--- src/rtl/tlbx_pkg.sv ---
package tlbx_pkg;
    localparam int VA_W   = 20;
    localparam int PA_W   = 18;
    localparam int OFF_W  = 10;
    localparam int SET_W  = 3;
    localparam int PT_AW  = 16;
    localparam int WAYS   = 2;
    localparam int VPN_W  = VA_W - OFF_W;
    localparam int PPN_W  = PA_W - OFF_W;
    localparam int TAG_W  = VPN_W - SET_W;
    localparam int SETS   = 1 << SET_W;
    localparam int PTE_W  = PPN_W + 1;

    typedef struct packed {
        logic             vld;
        logic [PPN_W-1:0] ppn;
    } pte_t;

    typedef struct packed {
        logic [TAG_W-1:0] tag;
        logic [SET_W-1:0] idx;
    } vpn_t;

    typedef struct packed {
        vpn_t             vpn;
        logic [OFF_W-1:0] off;
    } vaddr_t;

    typedef enum logic [1:0] {
        W_IDLE = 2'd0,
        W_REQ  = 2'd1,
        W_WAIT = 2'd2
    } walk_st_e;

    function automatic logic [PT_AW-1:0] pte_addr(input logic [PT_AW-1:0] base,
                                                   input vpn_t v);
        return base + PT_AW'(v);
    endfunction
endpackage

--- src/rtl/tlb_array.sv ---
module tlb_array
    import tlbx_pkg::*;
(
    input  logic             clk,
    input  logic             rst,
    input  logic             inv_all,
    input  logic [SET_W-1:0] lk_idx,
    input  logic [TAG_W-1:0] lk_tag,
    output logic             lk_hit,
    output logic             lk_way,
    output logic [PPN_W-1:0] lk_ppn,
    input  logic             touch_en,
    input  logic [SET_W-1:0] touch_idx,
    input  logic             touch_way,
    input  logic             wr_en,
    input  logic [SET_W-1:0] wr_idx,
    input  logic [TAG_W-1:0] wr_tag,
    input  logic [PPN_W-1:0] wr_ppn
);
    logic [SETS-1:0][WAYS-1:0] vld;
    logic [TAG_W-1:0]          tag_q [SETS][WAYS];
    logic [PPN_W-1:0]          ppn_q [SETS][WAYS];
    logic [SETS-1:0]           lru;   // way to evict next

    logic [WAYS-1:0] way_hit;
    logic [WAYS-1:0] way_same;
    logic            victim;

    for (genvar w = 0; w < WAYS; w++) begin : g_way
        assign way_hit[w]  = vld[lk_idx][w] && (tag_q[lk_idx][w] == lk_tag);
        assign way_same[w] = vld[wr_idx][w] && (tag_q[wr_idx][w] == wr_tag);
    end

    assign lk_hit = |way_hit;
    assign lk_way = way_hit[1];
    assign lk_ppn = way_hit[1] ? ppn_q[lk_idx][1] : ppn_q[lk_idx][0];

    always_comb begin
        if (way_same[0])             victim = 1'b0;
        else if (way_same[1])        victim = 1'b1;
        else if (!vld[wr_idx][0])    victim = 1'b0;
        else if (!vld[wr_idx][1])    victim = 1'b1;
        else                         victim = lru[wr_idx];
    end

    always_ff @(posedge clk) begin
        if (rst) begin
            vld <= '0;
            lru <= '0;
        end else begin
            if (touch_en)
                lru[touch_idx] <= ~touch_way;
            if (wr_en) begin
                vld[wr_idx][victim] <= 1'b1;
                lru[wr_idx]         <= ~victim;
            end
            if (inv_all)
                vld <= '0;
        end
    end

    always_ff @(posedge clk) begin
        if (wr_en) begin
            tag_q[wr_idx][victim] <= wr_tag;
            ppn_q[wr_idx][victim] <= wr_ppn;
        end
    end

    // invalidate empties every set on the following cycle
    p_inv_clears_r7: assert property (@(posedge clk) disable iff (rst)
        inv_all |=> (vld == '0));

    // a write without invalidate leaves an occupied set
    p_write_lands_r9: assert property (@(posedge clk) disable iff (rst)
        (wr_en && !inv_all) |=> (vld[$past(wr_idx)] != '0));

    for (genvar s = 0; s < SETS; s++) begin : g_chk
        // a tag never sits in both ways of a set
        p_no_dup_r6: assert property (@(posedge clk) disable iff (rst)
            !(vld[s] == 2'b11 && tag_q[s][0] == tag_q[s][1]));
    end
endmodule

--- src/rtl/tlb_walker.sv ---
module tlb_walker
    import tlbx_pkg::*;
(
    input  logic             clk,
    input  logic             rst,
    input  logic             req_valid,
    input  logic [VA_W-1:0]  req_vaddr,
    input  logic [PT_AW-1:0] ptbr,
    output logic             req_ready,
    output logic [SET_W-1:0] lk_idx,
    output logic [TAG_W-1:0] lk_tag,
    input  logic             lk_hit,
    input  logic             lk_way,
    input  logic [PPN_W-1:0] lk_ppn,
    output logic             touch_en,
    output logic [SET_W-1:0] touch_idx,
    output logic             touch_way,
    output logic             refill_en,
    output logic [SET_W-1:0] refill_idx,
    output logic [TAG_W-1:0] refill_tag,
    output logic [PPN_W-1:0] refill_ppn,
    output logic             pt_req_valid,
    input  logic             pt_req_ready,
    output logic [PT_AW-1:0] pt_req_addr,
    input  logic             pt_rsp_valid,
    input  logic [PTE_W-1:0] pt_rsp_pte,
    output logic             done,
    output logic             hit,
    output logic             fault,
    output logic [PA_W-1:0]  paddr
);
    walk_st_e st;
    vaddr_t   va_in;
    vaddr_t   va_q;
    pte_t     pte;
    logic     acc;
    logic     rsp_take;

    always_comb begin
        va_in      = vaddr_t'(req_vaddr);
        pte        = pte_t'(pt_rsp_pte);
        acc        = (st == W_IDLE) && req_valid;
        rsp_take   = (st == W_WAIT) && pt_rsp_valid;
        lk_idx     = va_in.vpn.idx;
        lk_tag     = va_in.vpn.tag;
        touch_en   = acc && lk_hit;
        touch_idx  = va_in.vpn.idx;
        touch_way  = lk_way;
        refill_en  = rsp_take && pte.vld;
        refill_idx = va_q.vpn.idx;
        refill_tag = va_q.vpn.tag;
        refill_ppn = pte.ppn;
    end

    assign req_ready    = (st == W_IDLE);
    assign pt_req_valid = (st == W_REQ);

    always_ff @(posedge clk) begin
        if (rst) begin
            st          <= W_IDLE;
            va_q        <= '0;
            pt_req_addr <= '0;
            done        <= 1'b0;
            hit         <= 1'b0;
            fault       <= 1'b0;
            paddr       <= '0;
        end else begin
            done <= 1'b0;
            unique case (st)
                W_IDLE: if (acc) begin
                    va_q <= va_in;
                    if (lk_hit) begin
                        done  <= 1'b1;
                        hit   <= 1'b1;
                        fault <= 1'b0;
                        paddr <= {lk_ppn, va_in.off};
                    end else begin
                        pt_req_addr <= pte_addr(ptbr, va_in.vpn);
                        st          <= W_REQ;
                    end
                end
                W_REQ: if (pt_req_ready) st <= W_WAIT;
                W_WAIT: if (rsp_take) begin
                    done  <= 1'b1;
                    hit   <= 1'b0;
                    fault <= ~pte.vld;
                    paddr <= pte.vld ? {pte.ppn, va_q.off} : '0;
                    st    <= W_IDLE;
                end
                default: st <= W_IDLE;
            endcase
        end
    end

    // a stalled table request holds its address
    p_req_hold_r3: assert property (@(posedge clk) disable iff (rst)
        (pt_req_valid && !pt_req_ready) |=> (pt_req_valid && $stable(pt_req_addr)));

    // a fault never carries an address or a hit
    p_fault_zero_r5: assert property (@(posedge clk) disable iff (rst)
        (done && fault) |-> (paddr == '0 && !hit));

    // a cache hit completes one cycle after acceptance
    p_hit_lat_r2: assert property (@(posedge clk) disable iff (rst)
        (done && hit) |-> $past(req_valid && req_ready));

    // a walk completion only follows a returned entry
    p_walk_done_r8: assert property (@(posedge clk) disable iff (rst)
        (done && !hit) |-> $past(st == W_WAIT && pt_rsp_valid));

    // offset passes through on every good completion
    p_offset_r1: assert property (@(posedge clk) disable iff (rst)
        (done && !fault) |-> (paddr[OFF_W-1:0] == va_q.off));
endmodule

--- src/rtl/tlb_xlate.sv ---
module tlb_xlate
    import tlbx_pkg::*;
(
    input  logic             clk,
    input  logic             rst,
    input  logic             req_valid,
    output logic             req_ready,
    input  logic [VA_W-1:0]  req_vaddr,
    input  logic [PT_AW-1:0] ptbr,
    input  logic             fill_en,
    input  logic [VPN_W-1:0] fill_vpn,
    input  logic [PPN_W-1:0] fill_ppn,
    input  logic             inv_all,
    output logic             done,
    output logic             hit,
    output logic             fault,
    output logic [PA_W-1:0]  paddr,
    output logic             pt_req_valid,
    input  logic             pt_req_ready,
    output logic [PT_AW-1:0] pt_req_addr,
    input  logic             pt_rsp_valid,
    input  logic [PTE_W-1:0] pt_rsp_pte
);
    logic [SET_W-1:0] lk_idx, touch_idx, refill_idx, wr_idx;
    logic [TAG_W-1:0] lk_tag, refill_tag, wr_tag;
    logic [PPN_W-1:0] lk_ppn, refill_ppn, wr_ppn;
    logic             lk_hit, lk_way, touch_en, touch_way, refill_en, wr_en;
    vpn_t             fill_v;

    // refill from the walker takes precedence over an external preload
    always_comb begin
        fill_v = vpn_t'(fill_vpn);
        wr_en  = refill_en | fill_en;
        wr_idx = refill_en ? refill_idx : fill_v.idx;
        wr_tag = refill_en ? refill_tag : fill_v.tag;
        wr_ppn = refill_en ? refill_ppn : fill_ppn;
    end

    tlb_walker u_walk (
        .clk, .rst, .req_valid, .req_vaddr, .ptbr, .req_ready,
        .lk_idx, .lk_tag, .lk_hit, .lk_way, .lk_ppn,
        .touch_en, .touch_idx, .touch_way,
        .refill_en, .refill_idx, .refill_tag, .refill_ppn,
        .pt_req_valid, .pt_req_ready, .pt_req_addr, .pt_rsp_valid, .pt_rsp_pte,
        .done, .hit, .fault, .paddr
    );

    tlb_array u_arr (
        .clk, .rst, .inv_all,
        .lk_idx, .lk_tag, .lk_hit, .lk_way, .lk_ppn,
        .touch_en, .touch_idx, .touch_way,
        .wr_en, .wr_idx, .wr_tag, .wr_ppn
    );
endmodule

--- config.mk ---
export PLATFORM = sky130hd
export DESIGN_NAME = tlb_xlate
export DESIGN_NICKNAME = d
export VERILOG_FILES = /design/src/rtl/tlbx_pkg.sv /design/src/rtl/tlb_array.sv /design/src/rtl/tlb_walker.sv /design/src/rtl/tlb_xlate.sv
export SDC_FILE = /design/constraint.sdc
export NUM_CORES = 1
export LEC_CHECK = 0
export ABC_AREA = 1
export CAP_MARGIN = 5
export CORE_ASPECT_RATIO = 1.5
export CORE_MARGIN = 4
export CORE_UTILIZATION = 40
export DETAILED_ROUTE_END_ITERATION = 12
export PLACE_DENSITY = 0.67
export REMOVE_ABC_BUFFERS = 1
export SETUP_SLACK_MARGIN = 0.3
export SYNTH_ARGS = -nofsm -noshare
export SYNTH_HDL_FRONTEND = slang
export SYNTH_SLANG_ARGS = --single-unit
--- constraint.sdc ---
create_clock -name clk -period 9.3 [get_ports clk]
set_clock_uncertainty 0.1 [all_clocks]
set_input_delay 2.325 -clock clk [delete_from_list [all_inputs] [get_ports clk]]
set_output_delay 2.325 -clock clk [all_outputs]
set_load 0.05 [all_outputs]
* Yosys cells after proc, flatten, opt, wreduce, memory -nomap -nowiden
Memory sizes are Yosys's and may differ from the RTL's.
Index checks and enable logic that the tools add are counted.
** Cells by class
- Add/subtract/negate cells :: 1
- Multipliers :: 0
- Div/mod/pow operators :: 0
- Magnitude comparators :: 8
- Eq/ne operators :: 11
- Shifts and indexed selects :: 0
- Muxes and demuxes :: 56
- Bitwise operators :: 7
- Reduce and logical (&&, ||, !) cells :: 20
** Operators with widths (number)
- $mux 18 :: 4
- $mux 8 :: 6
- $pmux 18 s2 :: 1
- $eq 7x7->1 :: 4
- $mux 1 :: 18
- $add 16x10->16 :: 1
- $bwmux 8 :: 2
- $mux 16 :: 1
- $or 16x16->16 :: 1
- $mux 14 :: 1
- $mux 2 :: 7
- $mux 7 :: 2
- $bmux 2 s3 :: 2
- $logic_and 1x1->1 :: 12
- $demux 8 s1 :: 1
- $lt 3x4->1 const B :: 2
- $ne 2x1->1 const B :: 4
- $reduce_and 4->1 :: 2
- $demux 7 s1 :: 1
- $demux 1 s3 :: 2
- $demux 2 s3 :: 1
- $ge 3x1->1 const B :: 2
- $pmux 1 s2 :: 3
- $pmux 2 s3 :: 1
- other kinds (18) :: 22
** Word-level totals
- Bits in registers :: 83
- Latch bits :: 0
- RAM bits :: 240
- ROM bits :: 0
- Input bits :: 70
- Memories kept :: 2
** Memory list
- u_arr.ppn_q :: words 8, width 16, rd ports 1, clocked after memory_dff 0, wr ports 1, RTL line tlb_array.sv:22 : logic [PPN_W-1:0] ppn_q [SETS][WAYS];
- u_arr.tag_q :: words 8, width 14, rd ports 2, clocked after memory_dff 0, wr ports 1, RTL line tlb_array.sv:21 : logic [TAG_W-1:0] tag_q [SETS][WAYS];

* Longest topological paths before layout
Gate-level depths: netlist (run 1).
- Word-level depth :: 17
- Depth in mapped cells :: 23
- Mapped depth without buffers :: 20

* Cells and area by module
From an unflattened synthesis (run 1), not the netlist that was laid out.
** Unflattened totals
- Cells, all modules :: 1869
- Area total of the unflattened synthesis :: 16351.9 sq um
** Modules (own cells, without submodules)
- tlb_array :: instances 1, cells each 1337, area an instance 12743.5 sq um
- tlb_walker :: instances 1, cells each 473, area an instance 3350.7 sq um
- tlb_xlate :: instances 1, cells each 59, area an instance 257.7 sq um

* Least setup slack after synthesis (run 1)
Ideal clock, no wire load.
- Path type :: input to register
- Start :: input pt_rsp_pte[8]
- End :: memory u_arr.ppn_q[3][10] (netlist name) (enable)
- Setup time :: 0.359 ns
- Arrival :: 4.860 ns
- Path slack :: 3.981 ns
- Stages :: 15
- Buffers on the path :: 2
- Path through :: buf_2 -> nand4_2 -> inv_1 -> buf_2 -> o21ai_0 -> inv_1 -> nand3_1 -> nand2_1 -> inv_1 -> nand2_1 -> nor2_1 -> nand2_2 -> nand2_2 -> nand2_1 -> inv_1
** On the way
- Elaborated cells between the ends (all ways) :: 25
** RTL lines
- from (decl) :: RTL line tlb_xlate.sv:22 : input logic [PTE_W-1:0] pt_rsp_pte
- $logic_and 1x1->1 * :: RTL line tlb_walker.sv:49 : refill_en = rsp_take && pte.vld;
- $mux 7 * :: RTL line tlb_xlate.sv:35 : wr_tag = refill_en ? refill_tag : fill_v.tag;
- named net u_arr.wr_tag[1] :: RTL line tlb_array.sv:17 : input logic [TAG_W-1:0] wr_tag,
- $eq 7x7->1 :: RTL line tlb_array.sv:31 : assign way_same[w] = vld[wr_idx][w] && (tag_q[wr_idx][w] == wr_tag);
- $logic_and 1x1->1 :: RTL line tlb_array.sv:31
- $mux 1 :: RTL line tlb_array.sv:40 : else if (way_same[1]) victim = 1'b1;
- $mux 1 * :: RTL line tlb_array.sv:39 : if (way_same[0]) victim = 1'b0;
- $not 1->2 (not written as such) * :: RTL line tlb_array.sv:65 : ppn_q[wr_idx][victim] <= wr_ppn;
- $ge 2x2->1 (not written as such) or $lt 2x1->1 (tied branches) :: RTL line tlb_array.sv:65
- $logic_and 1x1->1 (not written as such) :: RTL line tlb_array.sv:65
- $mux 8 (not written as such) :: RTL line tlb_array.sv:65
- $demux 8 s1 * :: RTL line tlb_array.sv:65
- $mux 16 (not written as such) * :: RTL line tlb_array.sv:65
- to (decl) :: RTL line tlb_array.sv:22
The timed path passes the listed nets; every way through them passes the cells marked *. The select of a mux whose other input is x is not followed.

* Worst setup path in the final report (run 1)
- Start :: input pt_rsp_pte[8]
- End :: memory u_arr.tag_q[1][7] (netlist name) (enable)
** On the way
- Longest elaborated chain between the ends :: 14
- Elaborated cells between the ends (all ways) :: 25
** RTL lines (RTL line)
- $logic_and 1x1->1 * :: tlb_walker.sv:49
- parallel branches: the longest is 13 deep, another holds $mem_v2 8x14
- to (decl) :: tlb_array.sv:21
Every way passes the cells marked *. The select of a mux whose other input is x is not followed.

==> metrics.cfg, run 1 <==
[power_and_ir_drop]
vdd_drop_max_v=0.000142
power_density_nw_per_um2=181
leakage_uw=0.00733

[floorplanning]
die-area_um2=41600
fp.dieH_um=248
pin_count=109
floorplan.initialDensity_pct=40.6
core_um2=37800
chipWidth_um=168
rows=87

[logic_synthesis]
synthTopCellsByArea=edfxtp_1 (47%), nand2_1 (17%), dfxtp_1 (11%)
ys_seq_area_share_pct=57.8
synth-seq-cells=323
yosys.area.top_type_share_pct=47.0
synth_warnings=0
netlist_instances=1764
syn_area_um2=15300
synth_cell_types=39
syn_avg_cell_area_um2=8.69
synth.largest_area_cell=edfxtp_1

[critical_path]
endpoint_kind=register
required_ps=9400
worstSetupPathType=in -> reg
cp-start-kind=input pin
path_max_fanout=34
cp.arrival_ps=6710

[sta]
max_slew_margin_pct=34.6
period_needed_ps=6610
final-hold-violation-count=0
worst_slew_pin_slew_ps=980
setup_viol=0
rsz0062_at_grt=false
whs_ps=363
drv_slew=0
fmax_mhz=151
finalCritPeriodShare_pct=71.0
setup_tns_ps=0

[clocking]
h-tree-depth=1
cts_sinks=323
cts_tree=done
numCtsBuffers=30
cts_buffer_depth=3
cts_resized=0
clockRootBuffer=clkbuf_16
hold_buffers=0
insertion_delay_ps=580
clkTransAtPathRegs_ps=70
post_cts_buffers=0

[routing]
wl_per_cell_um=19.8
drtAntennaViolNets=0
wirelength_um=47100
drc=0
vias=12800
drtPass1Iterations=8
viasPerCell=5.39
drt_iter0_markers=1156

[cells_and_area]
area_delta_synth_final_pct=16.7
nets=1941
drive_above_1_share_pct=5.84
utilization_pct=47.4
diodes=0

[placed_design]
io_buffers=108
place_congestion=1.02
dp_hpwl_um=32000

[global_route]
grt_max_degree=47
antenna_found_initial=0
grt_use_total_pct=21.9
grt_pass1_wl_um=71400
grt-ovfl-total=0
grt_pass1_vias=12500

[hold_path]
hold_class=reg -> reg

[flow_run]
maxCapViolations=0

[outcome]
status=complete, no violations

synthesized netlist by cell type, drive strengths merged:
library cell and n:
nor2 94, nand2 695, o211ai 4, clkbuf 28
xnor2 6, or2 1, o21ai 136, a22oi 12
buf 51, a211oi 1, a21boi 1, fa 1
edfxtp 240, clkinv 4, o21a 1, xor2 7
o21bai 1, nor3 2, a221oi 20, nand3 90
nand4 22, ha 10, a21oi 76, inv 150
nand3b 7, dfxtp 83, a22o 15, a31oi 1
o22ai 5
cell usage in the layout, fill, tap and decap left out, types with 12 or more instances in the layout:
| cell type | count |
|---|---|
| nand4_1 | 21 |
| o21ai_0 | 125 |
| clkdlybuf4s50_1 | 107 |
| a22oi_1 | 12 |
| nand3_1 | 89 |
| nor2_1 | 90 |
| edfxtp_1 | 240 |
| a21oi_1 | 76 |
| inv_1 | 140 |
| dfxtp_1 | 83 |
| a22o_1 | 15 |
| nand2_1 | 688 |
| a221oi_1 | 20 |
| buf_4 | 34 |
| clkbuf_16 | 30 |
layout make-up:
| class | instances | area, um^2 |
|---|---|---|
| Clock inverter | 23 | 235 |
| Timing Repair Buffer | 143 | 1360 |
| Sequential cell | 323 | 8870 |
| Multi-Input combinational cell | 1208 | 5480 |
| Fill cell | 3532 | 19900 |
| Clock buffer | 33 | 762 |
| Tap cell | 489 | 612 |
| Inverter | 154 | 578 |
where the power goes:
group          switching, uW  internal, uW
Sequential              14.3          1580
Clock                    562           683
Combinational            264           126
registers in the layout, summed over array words and instances, names as in the netlist:
name and flops:
u_arr.ppn_q 128, u_arr.lru 8, u_walk.refill_tag 7, u_walk.fault 1
u_walk.done 1, u_walk.st 2, u_walk.va_q 10, u_walk.refill_idx 3
u_walk.paddr 18, u_walk.pt_req_addr 16, u_arr.vld 16, u_arr.tag_q 112
u_walk.hit 1
path summary, 6_finish.rpt:
path / endpoint / from / depth (start not counted) / slack, ps
max: u_arr.tag_q[1][7] / pt_rsp_pte[8] / 18 / 2690
min: u_walk.paddr[1] / u_walk.paddr[1] / 2 / 360
max reg2reg: u_arr.tag_q[1][7] / u_walk.st[1] / 13 / 4520
min reg2reg: u_walk.paddr[1] / u_walk.paddr[1] / 2 / 360
worst max-delay path, stage by stage:
cell,delay (ps)
clkdlybuf4s50_1,670
nand4_2,530
nand2_1,250
nand2_2,390
buf_4,440
o21ai_0,310
nand2_1,90
nand2_1,110
nand2_1,70
nand2_1,60
nand2_1,50
nand2_1,50
nand2_1,60
nor2_1,130
nand2_2,180
nand2_2,200
nand2_1,90
inv_1,660
per-layer routing:
metal	routed length, um	track usage, %
met5	0	0
met4	2250	10.5
met3	3250	2.60
met2	23900	39.7
met1	17700	25.9
kinds of logic after synthesis:
kind of cell | synth area share, %
compound gates | 10.2
xor+xnor | 0.742
fa+ha+maj | 0.946
buf+inv | 6.46
flops | 57.8
simple gates | 23.8
per-stage QoR:
stage          cell area [um^2]  setup WS, ps  std cells  total power, uW
2_1_floorplan             14900          3620       1685             1850
3_3_place_gp              16900          2260       2316             2010
3_5_place_dp              16900          2180       2316             2010
4_1_cts                   17900          2790       2372             3250
5_1_grt                   17900          2390       2373             3350
6_report                  17900          2690       2373             3230
Power figures use the tool's default switching activity.
==> run 2, diff against run 1 <==
Clock period 9.3 ns to 6.8 ns, I/O delays scaled along.
==> run 2 against run 1 <==
Effect of this change: setup slack got worse by 1500 ps; wire length up 2.6%; final area grew 0.67%; via count rose by 0.86%; cell count grew 0.93%.
==> metrics.cfg, run 2 (synthesis results as in run 1) <==
[outcome]
status=complete, no violations

[routing]
drtPass1Iterations=8  ; unchanged
wirelength_um=48300  ; +2.6%
vias=12900  ; +0.86%
drt_iter0_markers=993  ; -14%
drtAntennaViolNets=0  ; unchanged
wl_per_cell_um=20.2  ; +1.7%
viasPerCell=5.39  ; about the same
drc=0  ; unchanged

[sta]
setup_tns_ps=0  ; unchanged
whs_ps=369  ; +6.30 ps
finalCritPeriodShare_pct=82.5
final-hold-violation-count=0  ; unchanged
setup_viol=0  ; unchanged
worst_slew_pin_slew_ps=1180  ; +197 ps
max_slew_margin_pct=20.7  ; -14 points
rsz0062_at_grt=false
fmax_mhz=178
drv_slew=0  ; unchanged
period_needed_ps=5610

[placed_design]
place_congestion=0.966  ; -5.1%
io_buffers=108  ; unchanged
dp.cells=2341  ; +1.1%
dpl_cell_area_um2=17100  ; +1.2%
dp_hpwl_um=33700  ; +5.2%

[critical_path]
worstSetupPathType=in -> reg
path_cells=clkdlybuf4s50_1 -> nand4_2 -> buf_4 -> nand2_1 -> nand2_2 -> buf_4 -> nor2_1 -> o21ai_0 -> nand2_1 -> nand2_1 -> nand3_1 -> nand2_1 -> nand2_1 -> nor2_1 -> nand2_2 -> nand2_2 -> nand2_1 -> inv_1 -> buf_4
endpoint_kind=register
required_ps=6990  ; -2410 ps
slowest_stage=nand2_2
cp-start-kind=input pin
path_max_fanout=43  ; +26%
slowest_delay_ps=720  ; +50 ps
cp_common_cell=nand2_1
cp.arrival_ps=5810  ; -900 ps

[hold_path]
hold_class=reg -> reg

[cells_and_area]
nets=1964  ; +1.2%
largest_register=u_arr.ppn_q
area_delta_synth_final_pct=17.5
drive_above_1_share_pct=6.82  ; +0.98 points
multi_input_area_um2=5490  ; +0.14%
diodes=0  ; unchanged
layout_common_cells=nand2_1 (688), edfxtp_1 (240), inv_1 (140)
seq_area_um2=8870  ; unchanged
reg.largest.list=u_arr.ppn_q: 128 flops, u_arr.tag_q: 112 flops, u_walk.paddr: 18 flops
finalNonFillerCells=2395  ; +0.93%
fillCellCount=3533  ; +0.028%
largest_register_ffs=128  ; unchanged
final_common_cell=nand2_1
final_area_um2=18000  ; +0.67%

[power_and_ir_drop]
p_comb_share_pct=12.5  ; +0.4 points
seq_power_share_pct=49.9  ; +0.5 points
p_clk_share_pct=37.6  ; -0.9 points
vdd_drop_max_v=0.000186  ; +31%
power_density_nw_per_um2=243  ; +35%
switching_share_pct=26.0  ; +0.036 points
p_int_uw=3240  ; +35%
leakage_uw=0.00743  ; +1.4%
p_switching_uw=1140  ; +36%

[floorplanning]
chipWidth_um=168  ; unchanged
fp.dieH_um=248  ; unchanged
floorplan.initialDensity_pct=40.6  ; unchanged
pin_count=109  ; unchanged
rows=87  ; unchanged
die-area_um2=41600  ; unchanged
core_um2=37800  ; unchanged

[clocking]
clkTransAtPathRegs_ps=70  ; about the same
h-tree-depth=1  ; unchanged
cts_resized=0  ; unchanged
post_cts_buffers=0  ; unchanged
clockRootBuffer=clkbuf_16
hold_buffers=0  ; unchanged
cts_buffer_depth=3  ; unchanged
numCtsBuffers=29  ; -3.3%
cts_sinks=323  ; unchanged
insertion_delay_ps=580  ; about the same
cts_tree=done

[global_route]
grt_max_degree=55  ; +17%
grt_pass1_vias=12500  ; +0.27%
grt_use_total_pct=22.4  ; +0.44 points
grt_pass1_wl_um=72600  ; +1.7%
antenna_found_initial=0  ; unchanged
grt-ovfl-total=0  ; unchanged

[flow_run]
maxCapViolations=0  ; unchanged

## run 2: cell count changes in the layout (fill, tap and decap cells not counted), sizes merged
cell,change
buf,+24
clkbuf,+4
clkinv,-3
clkinvlp,-2
bufinv,-1
## run 2: critical path: cells and delay by family
| family | cells | cell delay, ps |
|---|---|---|
| AND/OR/NAND/NOR | 13 | 2080 |
| AO/OA/AOI/OAI | 1 | 170 |
| buffers and inverters | 5 | 1820 |
## run 2: stage by stage
stage / power (uW) / utilization, % / setup WS (ps)
after global routing: 4530 / 47.7 / 963
after floorplan: 2530 / - / 1750
final: 4380 / 47.7 / 1190
after CTS: 4400 / 47.7 / 1250
after global placement: 2760 / 45.2 / 675
after detailed placement: 2770 / 45.2 / 652
## run 2: path summary, 6_finish.rpt
check                                      from                 end  slack, ps  depth (start not counted)
worst min register to register  u_walk.paddr[6]     u_walk.paddr[6]        370                          2
worst min-delay path            u_walk.paddr[6]     u_walk.paddr[6]        370                          2
worst max-delay path              pt_rsp_pte[8]  u_arr.ppn_q[7][15]       1190                         19
worst max register to register     u_walk.st[1]  u_arr.ppn_q[7][15]       2260                         18
## run 2: per-layer routing
| layer | track usage, % | wire length (um) | up-vias |
|---|---|---|---|
| met4 | 10.2 | 2210 | 0 |
| met5 | 0 | 0 | - |
| met3 | 2.39 | 3050 | 131 |
| li1 | - | - | 6082 |
| met1 | 27.2 | 18500 | 6142 |
| met2 | 40.0 | 24500 | 556 |
## run 2: power by group through the flow
stage	clock network, uW	registers [uW]	logic (uW)
2_1_floorplan	0	2270	261
4_1_cts	1670	2180	545
5_1_grt	1750	2190	593
3_5_place_dp	0	2230	542
6_report	1650	2180	548
3_3_place_gp	0	2220	538
## run 2: final cells by class
cell class	instances	share of cell area [%]
clock buffers	37	4.36
clock inverters	17	0.840
inverters	154	3.21
multi-input cells	1208	30.5
flip-flops and latches	323	49.2
well taps	489	3.40
repair buffers	167	8.50
==> run 3, diff against run 2 <==
Settings changed: PLACE_DENSITY 0.67 to 0.69.
Clock period 6.8 ns to 4.9 ns, I/O delays scaled along.
==> run 3 against run 2 <==
Effect of this change: combinational power grew 43%; register-to-register slack got worse by 1000 ps; cell count is 1.5% higher; final area is 1.6% higher; global-route usage fell by 0.091 points; clock power is 32% higher; largest cell class unchanged; sequential share of layout area down 0.80 points; wire length down 1.3%; power is 37% higher.
==> metrics.cfg, run 3 (synthesis results as in run 1) <==
[critical_path]
endpoint_kind=register
path_max_fanout=40  ; -7.0%
worstSetupPathType=in -> reg
timing.rr.start=u_walk.st[1]
startpoint=pt_rsp_pte[8]
cp-start-kind=input pin
required_ps=5000  ; -1990 ps
reg2reg_slack_ps=1230  ; -1030 ps
cp.arrival_ps=4400  ; -1410 ps

[routing]
drc=0  ; unchanged
drt_iter0_markers=1092  ; +10%
drtPass1Iterations=6  ; -2
viasPerCell=5.37  ; -0.31%
vias=13100  ; +1.2%
wirelength_um=47600  ; -1.3%
drtAntennaViolNets=0  ; unchanged
wl_per_cell_um=19.6  ; -2.8%

[global_route]
antenna_found_initial=0  ; unchanged
grt_use_total_pct=22.3  ; -0.091 points
grt_pass1_vias=13000  ; +3.6%
grt_max_degree=55  ; unchanged
grt_pass1_wl_um=72100  ; -0.69%
grt-ovfl-total=0  ; unchanged

[cells_and_area]
reg.largest.list=u_arr.ppn_q: 128 flops, u_arr.tag_q: 112 flops, u_walk.paddr: 18 flops
area_delta_synth_final_pct=19.4
utilization_pct=48.5  ; +0.79 points
nets=2000  ; +1.8%
largest_register=u_arr.ppn_q
fillCellCount=3476  ; -1.6%
drive_above_1_share_pct=8.65  ; +1.8 points
diodes=0  ; unchanged
final_common_cell=nand2_1
finalNonFillerCells=2431  ; +1.5%
layout_common_cells=nand2_1 (688), edfxtp_1 (240), inv_1 (140)
largest_register_ffs=128  ; unchanged

[floorplanning]
core_um2=37800  ; unchanged
chipWidth_um=168  ; unchanged
rows=87  ; unchanged
fp.dieH_um=248  ; unchanged
floorplan.initialDensity_pct=40.6  ; unchanged
die-area_um2=41600  ; unchanged
pin_count=109  ; unchanged

[sta]
finalCritPeriodShare_pct=87.6
setup_viol=0  ; unchanged
worst_slew_pin_slew_ps=1160  ; -20.5 ps
final-hold-violation-count=0  ; unchanged
setup_tns_ps=0  ; unchanged
fmax_mhz=233
drv_slew=0  ; unchanged
max_slew_margin_pct=22.8  ; +2.1 points
period_needed_ps=4290
rsz0062_at_grt=false

[clocking]
clockRootBuffer=clkbuf_16
cts_resized=0  ; unchanged
insertion_delay_ps=580  ; about the same
cts_sinks=323  ; unchanged
cts_buffer_depth=3  ; unchanged
h-tree-depth=1  ; unchanged
numCtsBuffers=29  ; unchanged
clkTransAtPathRegs_ps=70  ; about the same
post_cts_buffers=0  ; unchanged
cts_tree=done
hold_buffers=0  ; unchanged

[placed_design]
place_congestion=0.997  ; +3.3%
dp_hpwl_um=34200  ; +1.5%
io_buffers=108  ; unchanged
dp.cells=2377  ; +1.5%

[power_and_ir_drop]
power_uw=5980  ; +37%
vdd_drop_max_v=0.000304  ; +63%
leakage_uw=0.00762  ; +2.6%
power_density_nw_per_um2=327  ; +34%

[flow_run]
maxCapViolations=0  ; unchanged

[hold_path]
hold_class=reg -> reg
min_from=u_walk.paddr[3]

[outcome]
status=complete, no violations

-- run 3: worst paths after layout --
path / endpoint / cells past startpoint
worst max-delay path: u_arr.ppn_q[3][11] / 18
worst min-delay path: u_walk.paddr[3] / 2
worst max register to register: u_arr.ppn_q[3][11] / 19
worst min register to register: u_walk.paddr[3] / 2
-- run 3: layout make-up --
type	instances	area, um^2	area share, %
Inverter	154	578	3.16
Sequential cell	323	8870	48.4
Timing Repair Buffer	203	1880	10.2
Clock inverter	15	103	0.560
Clock buffer	39	793	4.33
Tap cell	489	612	3.34
Multi-Input combinational cell	1208	5480	29.9
-- run 3: layer usage --
metal	track usage (%)	vias up	wire, um
li1	-	6162	-
met1	25.5	6174	17600
met2	40.4	585	24100
met3	3.76	144	3650
met4	10.6	0	2300
met5	0	-	0
-- run 3: critical path, cell delays in order --
cell and delay (ps):
clkdlybuf4s50_1 520, nand4_2 240, nand2_1 90, nand2_2 150, buf_12 220, buf_12 210, nand2_1 70, nand3_1 80
nand2_1 60, nor2_1 250, nand2_1 100, nand3_1 90, nor2_1 50, nand2_1 140, nand2_2 80, nand2_2 90
nand2_1 70, inv_1 620
-- run 3: metrics by stage --
step | hold slack, ps | area [um^2] | setup slack [ps]
after floorplan | 340 | 14900 | 320
after global placement | 351 | 17400 | 34.3
after detailed placement | 355 | 17400 | 62.8
after CTS | 365 | 18300 | 650
after global routing | 384 | 18300 | 368
final | 367 | 18300 | 607
-- run 3: report_power, final --
group          total, uW  switching, uW  leakage (uW)  internal [uW]
registers           3030           27.5       0.00285           3000
clock network       2170           1020      0.000451           1150
logic                786            517       0.00433            269
total               5980           1560       0.00762           4420
